--- config.mk ---
export PLATFORM = sky130hd
export DESIGN_NAME = periph_rst_pulser
export DESIGN_NICKNAME = d
export VERILOG_FILES = /design/src/rtl/prst_pkg.sv /design/src/rtl/prst_datapath.sv /design/src/rtl/prst_control.sv /design/src/rtl/periph_rst_pulser.sv
export SDC_FILE = /design/constraint.sdc
export NUM_CORES = 1
export LEC_CHECK = 0
export ABC_AREA = 1
export BUFFER_PORTS_ARGS = -buffer_cell sky130_fd_sc_hd__buf_2
export CORE_ASPECT_RATIO = 0.75
export CORE_MARGIN = 2
export CORE_UTILIZATION = 62
export CTS_CLUSTER_SIZE = 20
export DETAILED_ROUTE_END_ITERATION = 12
export PLACE_DENSITY = 0.94
export SLEW_MARGIN = 10
export SYNTH_ARGS = -nofsm -noshare
export SYNTH_HDL_FRONTEND = slang
export SYNTH_SLANG_ARGS = --single-unit
export TNS_END_PERCENT = 10
--- constraint.sdc ---
create_clock -name clk -period 11.8 [get_ports clk]
set_clock_uncertainty 0.2 [all_clocks]
set_input_delay 0.59 -clock clk [delete_from_list [all_inputs] [get_ports clk]]
set_output_delay 0.59 -clock clk [all_outputs]
set_load 0.1 [all_outputs]
--- src/rtl/prst_pkg.sv ---
package prst_pkg;
  localparam int NUM_LINES = 9;
  localparam int DATA_W = 32;
  localparam int DELAY_W = 16;
  localparam int DELAY_LSB = 16;

  // selection-register bit that drives reset line idx
  function automatic int lineBitPos(input int idx);
    case (idx)
      0: return 16;
      1: return 17;
      2: return 18;
      3: return 19;
      4: return 20;
      5: return 21;
      6: return 22;
      7: return 25;
      8: return 31;
      default: return 16;
    endcase
  endfunction

  function automatic logic [DATA_W-1:0] selValidMask();
    logic [DATA_W-1:0] m;
    m = '0;
    for (int k = 0; k < NUM_LINES; k++) m[lineBitPos(k)] = 1'b1;
    return m;
  endfunction

  typedef struct packed {
    logic captureSel;
    logic pulseOn;
  } ctrlStb_t;
endpackage

--- src/rtl/prst_datapath.sv ---
module prst_datapath
  import prst_pkg::*;
#(
  parameter int ADDR_W = 7
) (
  input  logic                 clk,
  input  logic                 rst,
  input  logic                 reqValid,
  input  logic                 reqWrite,
  input  logic                 reqRegion,
  input  logic [ADDR_W-1:0]    reqAddr,
  input  logic [DATA_W-1:0]    reqWdata,
  input  ctrlStb_t             stb,
  output logic                 rspValid,
  output logic [DATA_W-1:0]    rspRdata,
  output logic                 trigStart,
  output logic [DELAY_W-1:0]   delayIn,
  output logic [NUM_LINES-1:0] periphRst
);
  localparam int IDX_W = ADDR_W - 5;
  localparam int CFG_N = 2 ** IDX_W;
  localparam int SEL_IDX = 1;  // offset 0x20
  localparam logic [DATA_W-1:0] SEL_MASK = selValidMask();

  logic [DATA_W-1:0]  cfgReg [CFG_N];
  logic [DELAY_W-1:0] delayReg;
  logic [NUM_LINES-1:0] heldMask;
  logic [DATA_W-1:0]  readMux;
  logic [IDX_W-1:0]   cfgIdx;
  logic cfgHit, trigHit;

  assign cfgIdx  = reqAddr[ADDR_W-1:5];
  assign cfgHit  = reqValid & ~reqRegion & (reqAddr[4:0] == 5'd0);
  assign trigHit = reqValid & reqRegion & (reqAddr == '0);

  assign trigStart = trigHit & reqWrite & reqWdata[0];
  assign delayIn   = reqWdata[DELAY_LSB +: DELAY_W];

  always_ff @(posedge clk) begin
    if (rst) begin
      for (int k = 0; k < CFG_N; k++) cfgReg[k] <= '0;
      delayReg <= '0;
    end else begin
      if (cfgHit && reqWrite) begin
        if (cfgIdx == IDX_W'(SEL_IDX)) cfgReg[cfgIdx] <= reqWdata & SEL_MASK;
        else cfgReg[cfgIdx] <= reqWdata;
      end
      if (trigHit && reqWrite) delayReg <= reqWdata[DELAY_LSB +: DELAY_W];
    end
  end

  always_comb begin
    readMux = '0;
    if (cfgHit) readMux = cfgReg[cfgIdx];
    else if (trigHit) begin
      readMux[DELAY_LSB +: DELAY_W] = delayReg;
      readMux[0] = stb.pulseOn;
    end
  end

  always_ff @(posedge clk) begin
    if (rst) begin
      rspValid <= 1'b0;
      rspRdata <= '0;
    end else begin
      rspValid <= reqValid & ~reqWrite;
      rspRdata <= (reqValid & ~reqWrite) ? readMux : '0;
    end
  end

  for (genvar i = 0; i < NUM_LINES; i++) begin : gLine
    localparam int POS = lineBitPos(i);
    always_ff @(posedge clk) begin
      if (rst) heldMask[i] <= 1'b0;
      else if (stb.captureSel) heldMask[i] <= cfgReg[SEL_IDX][POS];
    end
    assign periphRst[i] = stb.pulseOn & heldMask[i];
  end
endmodule

--- src/rtl/prst_control.sv ---
module prst_control
  import prst_pkg::*;
#(
  parameter int PRESCALE = 16
) (
  input  logic               clk,
  input  logic               rst,
  input  logic               trigStart,
  input  logic [DELAY_W-1:0] delayIn,
  output ctrlStb_t           stb
);
  localparam int PRE_W = (PRESCALE > 1) ? $clog2(PRESCALE) : 1;
  localparam logic [PRE_W-1:0] PRE_LAST = PRE_W'(PRESCALE - 1);

  logic busy;
  logic [PRE_W-1:0]   preCnt;
  logic [DELAY_W-1:0] unitCnt;
  logic startNow;

  assign startNow = trigStart & ~busy;

  always_ff @(posedge clk) begin
    if (rst) begin
      busy    <= 1'b0;
      preCnt  <= '0;
      unitCnt <= '0;
    end else if (startNow) begin
      busy    <= 1'b1;
      preCnt  <= '0;
      unitCnt <= delayIn;
    end else if (busy) begin
      if (preCnt == PRE_LAST) begin
        preCnt <= '0;
        if (unitCnt == '0) busy <= 1'b0;
        else unitCnt <= unitCnt - 1'b1;
      end else begin
        preCnt <= preCnt + 1'b1;
      end
    end
  end

  always_comb begin
    stb.captureSel = startNow;
    stb.pulseOn    = busy;
  end
endmodule

--- src/rtl/periph_rst_pulser.sv ---
module periph_rst_pulser
  import prst_pkg::*;
#(
  parameter int ADDR_W   = 7,
  parameter int PRESCALE = 16
) (
  input  logic                 clk,
  input  logic                 rst,
  input  logic                 reqValid,
  input  logic                 reqWrite,
  input  logic                 reqRegion,
  input  logic [ADDR_W-1:0]    reqAddr,
  input  logic [DATA_W-1:0]    reqWdata,
  output logic                 rspValid,
  output logic [DATA_W-1:0]    rspRdata,
  output logic [NUM_LINES-1:0] periphRst
);
  ctrlStb_t stb;
  logic trigStart;
  logic [DELAY_W-1:0] delayIn;

  prst_control #(.PRESCALE(PRESCALE)) u_ctrl (
    .clk(clk), .rst(rst), .trigStart(trigStart), .delayIn(delayIn), .stb(stb)
  );

  prst_datapath #(.ADDR_W(ADDR_W)) u_dp (
    .clk(clk), .rst(rst), .reqValid(reqValid), .reqWrite(reqWrite),
    .reqRegion(reqRegion), .reqAddr(reqAddr), .reqWdata(reqWdata), .stb(stb),
    .rspValid(rspValid), .rspRdata(rspRdata), .trigStart(trigStart),
    .delayIn(delayIn), .periphRst(periphRst)
  );
endmodule

=== Word level (Yosys, flattened, before mapping) ===
Memories as Yosys holds them, arrays and structs flattened. A register that Yosys moved wholly into a read port is not among the register bits.
Cells that the tools add are included.
Widths: inputs -> output; s select.

* Bitwise operators: 23
* Reductions and logical operators: 12
* Muxes and demuxes: 27
* Add/sub/neg operators: 2
* Eq/ne operators: 3

{| class="wikitable"
|+ Operators by type and width
! operator !! number
|-
| $mux 16 || 6
|-
| $mux 32 || 2
|-
| $reduce_or 32->1 || 1
|-
| $and 1x1->1 || 17
|-
| $mux 1 || 17
|-
| $logic_not 16->1 || 1
|-
| $sub 16x1->16 const B || 1
|-
| $logic_not 7->1 || 1
|-
| $logic_not 5->1 || 1
|-
| $not 1->1 || 5
|-
| $add 4x1->4 const B || 1
|-
| $eq 4x4->1 const B || 1
|-
| $mux 4 || 1
|-
| $reduce_bool 2->1 || 2
|-
| $reduce_or 2->1 || 2
|-
| $reduce_and 3->1 || 1
|-
| $reduce_or 3->1 || 1
|-
| $eq 2x1->1 const B || 1
|-
| $logic_and 1x1->1 || 2
|-
| $mux 2 || 1
|-
| $ne 2x1->1 const B || 1
|-
| $or 1x1->1 || 1
|}

* Memories: 1
* Memory bits (writable): 128
* Output and inout bits: 42
* Register bits after elaboration: 70

{| class="wikitable"
|+ Memories
! name !! depth !! width !! read ports !! clocked after memory_dff !! wr ports !! RTL line !! source
|-
| u_dp.cfgReg || 4 || 32 || 2 || 1 || 4 || prst_datapath.sv:25 || <nowiki>logic [DATA_W-1:0] cfgReg [CFG_N];</nowiki>
|}

=== Logic depth before layout (Yosys ltp) ===
Gate-level depths: netlist (run 1).

* Word-level depth: 10
* Gate-level depth with buffers: 13

=== By module ===
Synthesis (run 1) repeated with hierarchy kept, for this count alone.

* Cell total of the unflattened synthesis: 1,057
* Area total of the unflattened synthesis: 9,246.4 um^2

{| class="wikitable"
|+ By module, submodules not included
! module !! cells an instance !! area an instance (um^2) !! times used !! seq. area each (um^2)
|-
| prst_datapath || 795 || 7,696.1 || 1 || 5,004.8
|-
| prst_control || 262 || 1,550.2 || 1 || 420.4
|}

=== Worst setup path after synthesis (run 1) ===
No wires, ideal clock.

* Kind: input-to-reg
* Start: input reqAddr[5]
* End: memory u_dp.cfgReg[1][0], enable pin
* Slack: 7.673 ns
* Buffers on the path: 1
* Data required time: 11.134 ns
* Stages on the path: 5
* Arrival: 3.461 ns
* Setup time: 0.466 ns
* Cell sequence: inv_1 -> nor2_1 -> inv_1 -> clkbuf_1 -> o21ai_0

{| class="wikitable"
|+ RTL lines
! what !! RTL line !! source
|-
| start, declared || periph_rst_pulser.sv:12 || <nowiki>input logic [ADDR_W-1:0] reqAddr,</nowiki>
|-
| end, declared || prst_datapath.sv:25 ||
|}

==> reports/metrics.cfg, run 1 <==
[setup_path]
startpoint_type=input port
endpoint_kind=flop
path_cells=buf_2 > nor2_1 > nand3_1 > nor2_1 > nand2_1 > nor2_4 > nand2_2 > nand2_1 > buf_4
slowest_stage=nand2_1
rrSetupSlack_ps=9010
cp_num_buf_inv=2
rr_endpoint=u_ctrl.unitCnt[3]
path_max_fanout=33
critical_path_arrival_ps=3310
crit_required_ps=11790
cpLargestDelayFamily=simple AND/OR/NAND/NOR gates
reg2regPathDepth=7
r2r-start=u_ctrl.busy
setup.worst_path.class=input port to flop
cp_slowest_stage_delay_ps=810

[floorplanning]
core.rowCount=37
die_w_um=140
die_h_um=106
core_area_mm2=0.0136
io_pins=86
die-area_mm2=0.0148
start_util_pct=63.1

[global_routing]
grt_max_degree=35
track_usage_pct=29.6
grt_antenna_before_repair=0
grt_pass1_vias=6778
grt_pass1_wl_um=34400
gr-total-overflow=0

[cells_and_area]
fin_area_mm2=0.00982
fin_nets=1064
areaGrowthSynthToFinish_pct=14.2
drive_above_1_share_pct=13.6
most-common-layout-cells=194 x nand2_1, 165 x nor2_1, 128 x edfxtp_1
layout_commonest_cell=nand2_1
fillers=891
final_cell_count_no_fill=1206
antenna_cells=0

[sta]
setup_tns_ps=0
slew_violations=0
period_share_pct=28.1
final.min_clock_period_ps=3320
slew_headroom_pct=17.8
setup-violations-final=0
worstMarginPinSlew_ps=1230
hold_violations=0
rsz0062_at_grt=no
max_freq_mhz=301

[clock_tree]
cts_tree=yes
clkLatencyLatePin_ps=520
cts.repair.resized=0
ctsHoldBuffers=0
cts_setup_buffers=0
h-tree-depth=1
cts_max_path_buffers=3
clock-sinks=207
root_buffer=clkbuf_16
cts_made_buffers=20
path_clk_slew_ps=60

[routing]
finalWirelength_um=22100
drt_first_iter_violations=1279
wl_per_cell_um=18.3
vias=7151
antenna_left=0
drc=0
routed_via_density=5.93
dr.pass1.iters=6

[worst_hold_path]
holdPathEnd=u_dp.rspValid
hp-class=input port to flop
worstHoldPathCells=3
hp-start=reqValid

[logic_synthesis]
yosys.area.top_type=edfxtp_1
synthCells=919
synth.area.top_cells=edfxtp_1 45%, dfxtp_1 18%, nand2_1 8.5%
synth-seq-cells=207
avgSynthCellArea_um2=9.35
ys_seq_area_share_pct=63.1
yosysTopAreaCellShare_pct=44.7
synth_cell_type_count=30
yosysWarnings=0
synth.cell_area_mm2=0.00859

[power_and_ir_drop]
total_power_mw=1.49
pwr_density_cell_mw_per_mm2=152
ir_drop_uv=136
p_leak_nw=4.28

[placed_design]
placed_cell_area_mm2=0.00918
dp.cells=1170
hpwlAfterDp_um=13300
port_buffers=85
gp_congestion=0.996

[flow_run]
maxCapViolations=0

[outcome]
status=finished, final reports clean

where the power goes:
part           switching, mW  internal, mW  leakage, nW  total (mW)
registers            0.00901         0.792         1.86       0.801
clock network          0.266         0.356        0.308       0.622
logic                 0.0504        0.0160         2.11      0.0664
total                  0.325          1.16         4.28        1.49
worst max-delay path by stage:
stage               start                 end  slack, ps  cells after the start
2_1_floorplan  reqAddr[5]   u_dp.cfgReg[1][0]       7670                      5
3_3_place_gp   reqAddr[5]  u_dp.cfgReg[0][17]       8230                      5
3_5_place_dp   reqAddr[5]  u_dp.cfgReg[0][13]       8030                      5
4_1_cts        reqAddr[2]   u_dp.cfgReg[0][7]       8550                      9
5_1_grt        reqAddr[0]   u_dp.cfgReg[0][1]       8340                      9
6_report       reqAddr[2]   u_dp.cfgReg[0][9]       8480                      9
flip-flops by register name, summed over array words and instances, names as in the netlist:
register        count
u_ctrl.busy         1
u_ctrl.preCnt       4
u_ctrl.unitCnt     16
u_dp.cfgReg       128
u_dp.delayReg      16
u_dp.heldMask       9
u_dp.rspRdata      32
u_dp.rspValid       1
logic make-up after synthesis:
kind of cell | after synthesis | synth area share [%]
compound gates | 130 | 8.49
buf+inv | 146 | 7.12
xor+xnor | 5 | 0.510
fa+ha+maj | 3 | 0.437
other cells | 1 | 0.0436
simple gates | 427 | 20.3
flops | 207 | 63.1
final cells by class:
| cell class | instances | area [um2] | area share, % |
|---|---|---|---|
| flip-flops and latches | 207 | 5430 | 55.3 |
| multi-input cells | 588 | 2650 | 27.0 |
| repair buffers | 94 | 493 | 5.02 |
| inverters | 106 | 398 | 4.05 |
| clock inverters | 6 | 63.8 | 0.650 |
| well taps | 175 | 219 | 2.23 |
| clock buffers | 30 | 568 | 5.79 |
cell usage after synthesis:
cell type / number
a21oi_1: 29
a22oi_1: 24
a31oi_1: 15
buf_2: 8
buf_4: 2
buf_6: 6
clkbuf_1: 23
clkbuf_2: 1
conb_1: 1
dfxtp_1: 79
edfxtp_1: 128
ha_1: 3
inv_1: 103
inv_2: 3
nand2_1: 194
nand2_2: 7
nand3_1: 40
nand3b_1: 1
nand4_1: 2
nor2_1: 166
nor2_2: 1
nor2_4: 2
nor3_1: 8
nor3_2: 2
nor3_4: 1
nor3b_1: 2
nor4_1: 1
o21ai_0: 61
o21ai_1: 1
xor2_1: 5
per-layer routing:
layer / global-route usage, % / wire, um / vias up
li1: - / - / 3180
met3: 6.71 / 2740 / 111
met2: 46.3 / 10100 / 569
met5: 0 / 0 / -
met4: 13.4 / 1030 / 0
met1: 39.9 / 8230 / 3291
tightest hold or removal path, stage by stage:
cell	delay, ps
buf_2	110
inv_2	50
nor3_2	70
stage by stage:
step / hold WS, ps / worst slack, ps / util, %
CTS: 165 / 8550 / 72.1
finish: 182 / 8480 / 72.1
detailed placement: 242 / 8030 / 67.5
global route: 171 / 8340 / 72.1
floorplan: 224 / 7670 / -
global placement: 233 / 8230 / 67.5
Power figures use the tool's default switching activity.
==> run 2, diff against run 1 <==
CORE_UTILIZATION = 53   (was 62)
PLACE_DENSITY = 0.87   (was 0.94)
clock period = 2.9 ns   (was 11.8 ns; I/O delays follow)
==> run 2 against run 1 <==
Effect of this change:
- first-iteration DRC count is 17% lower
- clock power grew to 4.1 times the previous value
- register-to-register slack worse by 8600 ps
- combinational power grew to 4.7 times the previous value
- worst setup slack worse by 8100 ps
- power grew to 4.1 times the previous value
- cell count is 7.3% higher
- sequential share of layout area is 3.0 points lower
- design area is 5.7% higher
- via count is 0.46% higher
- count of clock-buffer cells in the layout is 3 higher
- die area is 16% higher
- largest cell class unchanged
==> reports/metrics.cfg, run 2 (same netlist as run 1, synthesis figures left out) <==
[outcome]
status=finished, final reports clean

[power_and_ir_drop]
p_leak_nw=4.53
p_sw_mw=1.35
clockPowerShare_pct=41.9
cellInternalPower_mw=4.79
pwr-share-comb_pct=5.1
switching_share_pct=22.0
ir_drop_uv=488
seqPwrFrac_pct=53.0
pwr_density_cell_mw_per_mm2=593

[setup_path]
startpoint_type=input port
cp_slowest_stage_delay_ps=520
rrSetupSlack_ps=430
r2r-start=u_ctrl.busy
cp_num_buf_inv=4
slowest_stage=dlygate4sd3_1
path_max_fanout=25
path_cells=dlygate4sd3_1 > buf_2 > inv_2 > nor2_1 > nand3_1 > nor2_1 > nand2_1 > nor2_4 > nand2_2 > nand2_1 > buf_12
crit_required_ps=2890
endpoint_kind=flop
reg2regPathDepth=6
rr_endpoint=u_ctrl.unitCnt[15]
critical_path_arrival_ps=2550
cpLargestDelayFamily=simple AND/OR/NAND/NOR gates
setup.worst_path.class=input port to flop

[placed_design]
port_buffers=85
hpwlAfterDp_um=13800
dp.cells=1216
gp_congestion=0.935
placed_cell_area_mm2=0.00932

[cells_and_area]
final_util_pct=65.2
antenna_cells=0
areaGrowthSynthToFinish_pct=20.7
drive_above_1_share_pct=14.2
final_cell_count_no_fill=1294
top_register=u_dp.cfgReg
fin_nets=1116
fillers=1162
fin_area_mm2=0.0104
layout_commonest_cell=nand2_1
most-common-layout-cells=194 x nand2_1, 165 x nor2_1, 128 x edfxtp_1
top_regs=u_dp.cfgReg: 128 flops, u_dp.rspRdata: 32 flops
largest_register_ffs=128

[clock_tree]
cts_setup_buffers=0
cts_tree=yes
clkLatencyLatePin_ps=510
cts_made_buffers=21
root_buffer=clkbuf_16
path_clk_slew_ps=60
cts_max_path_buffers=3
h-tree-depth=1
clock-sinks=207

[global_routing]
grt_antenna_before_repair=0
gr-total-overflow=0
grt_pass1_wl_um=34800
grt_pass1_vias=6773
grt_max_degree=34
track_usage_pct=26.2

[sta]
worstMarginPinSlew_ps=664
hold_violations=0
rsz0062_at_grt=no
setup_tns_ps=0
slew_headroom_pct=55.6
max_freq_mhz=390
final.min_clock_period_ps=2560
setup-violations-final=0
slew_violations=0
period_share_pct=88.4

[worst_hold_path]
holdPathEnd=u_dp.rspRdata[31]
worstHoldPathCells=6
hp-class=input port to flop
hp-start=reqAddr[5]

[routing]
drc=0
routed_via_density=5.55
finalWirelength_um=22400
antenna_left=0
wl_per_cell_um=17.3
dr.pass1.iters=9
drt_first_iter_violations=1057
vias=7184

[floorplanning]
die-area_mm2=0.0173
core_area_mm2=0.0159
die_w_um=151
core.rowCount=40
die_h_um=114
start_util_pct=54.0
io_pins=86

[flow_run]
maxCapViolations=0

run 2: cell count changes in the layout (fill, tap and decap cells not counted), moves of 2 or more:
cell           before  now
buf_4               9   19
clkinv_1            2    0
dlygate4sd3_1       0   40
clkbuf_16          20   22
run 2: what timing repair did:
item                      4_1_cts  5_1_grt
hold buffers                   40        0
hold endpoints to repair      140        0
resized for setup               0        0
run 2: worst register-to-register path, cell delays in order (launching register included):
cell and delay [ps]:
dfxtp_1 420, nor2_1 320, nand4_1 590, nand2_2 510, nand2_1 130, nor2_1 150
nor2_1 80
run 2: worst max-delay path by stage:
stage / slack, ps / startpoint / end / cells past startpoint
floorplan: -750 / reqAddr[2] / u_dp.cfgReg[3][0] / 5
global placement: 600 / reqAddr[2] / u_dp.cfgReg[2][16] / 9
detailed placement: 420 / reqAddr[2] / u_dp.cfgReg[2][19] / 9
CTS: 390 / reqValid / u_dp.cfgReg[2][26] / 11
global route: 250 / reqValid / u_dp.cfgReg[2][26] / 11
finish: 340 / reqValid / u_dp.cfgReg[2][26] / 11
run 2: layout make-up:
| cell class | count | area [um2] | share of cell area [%] |
|---|---|---|---|
| clock buffer | 33 | 616 | 5.94 |
| clock inverter | 5 | 32.5 | 0.314 |
| inverter | 106 | 398 | 3.84 |
| multi-input combinational | 588 | 2650 | 25.5 |
| sequential | 207 | 5430 | 52.3 |
| tap | 210 | 263 | 2.53 |
| timing repair buffer | 145 | 988 | 9.53 |
run 2: power groups by stage:
stage / combinational [mW] / clock, mW / sequential, mW
after floorplan: 0.142 / 0 / 3.32
after global placement: 0.252 / 0 / 3.31
after detailed placement: 0.262 / 0 / 3.32
after CTS: 0.302 / 2.56 / 3.26
after global routing: 0.336 / 2.71 / 3.26
final: 0.311 / 2.58 / 3.26
run 2: layer usage:
layer	track usage (%)	share of wire, %	wire length [um]
met3	5.06	10	2260
met5	0	0	0
met1	35.8	39	8790
met2	41.1	46	10300
met4	11.5	4.4	985
run 2: stage by stage:
stage	hold WS (ps)	total power [mW]	worst slack, ps
finish	27.2	6.15	337
global route	58.6	6.31	247
CTS	12.5	6.12	392
detailed placement	229	3.58	424
global placement	220	3.57	601
floorplan	31.9	3.46	-754
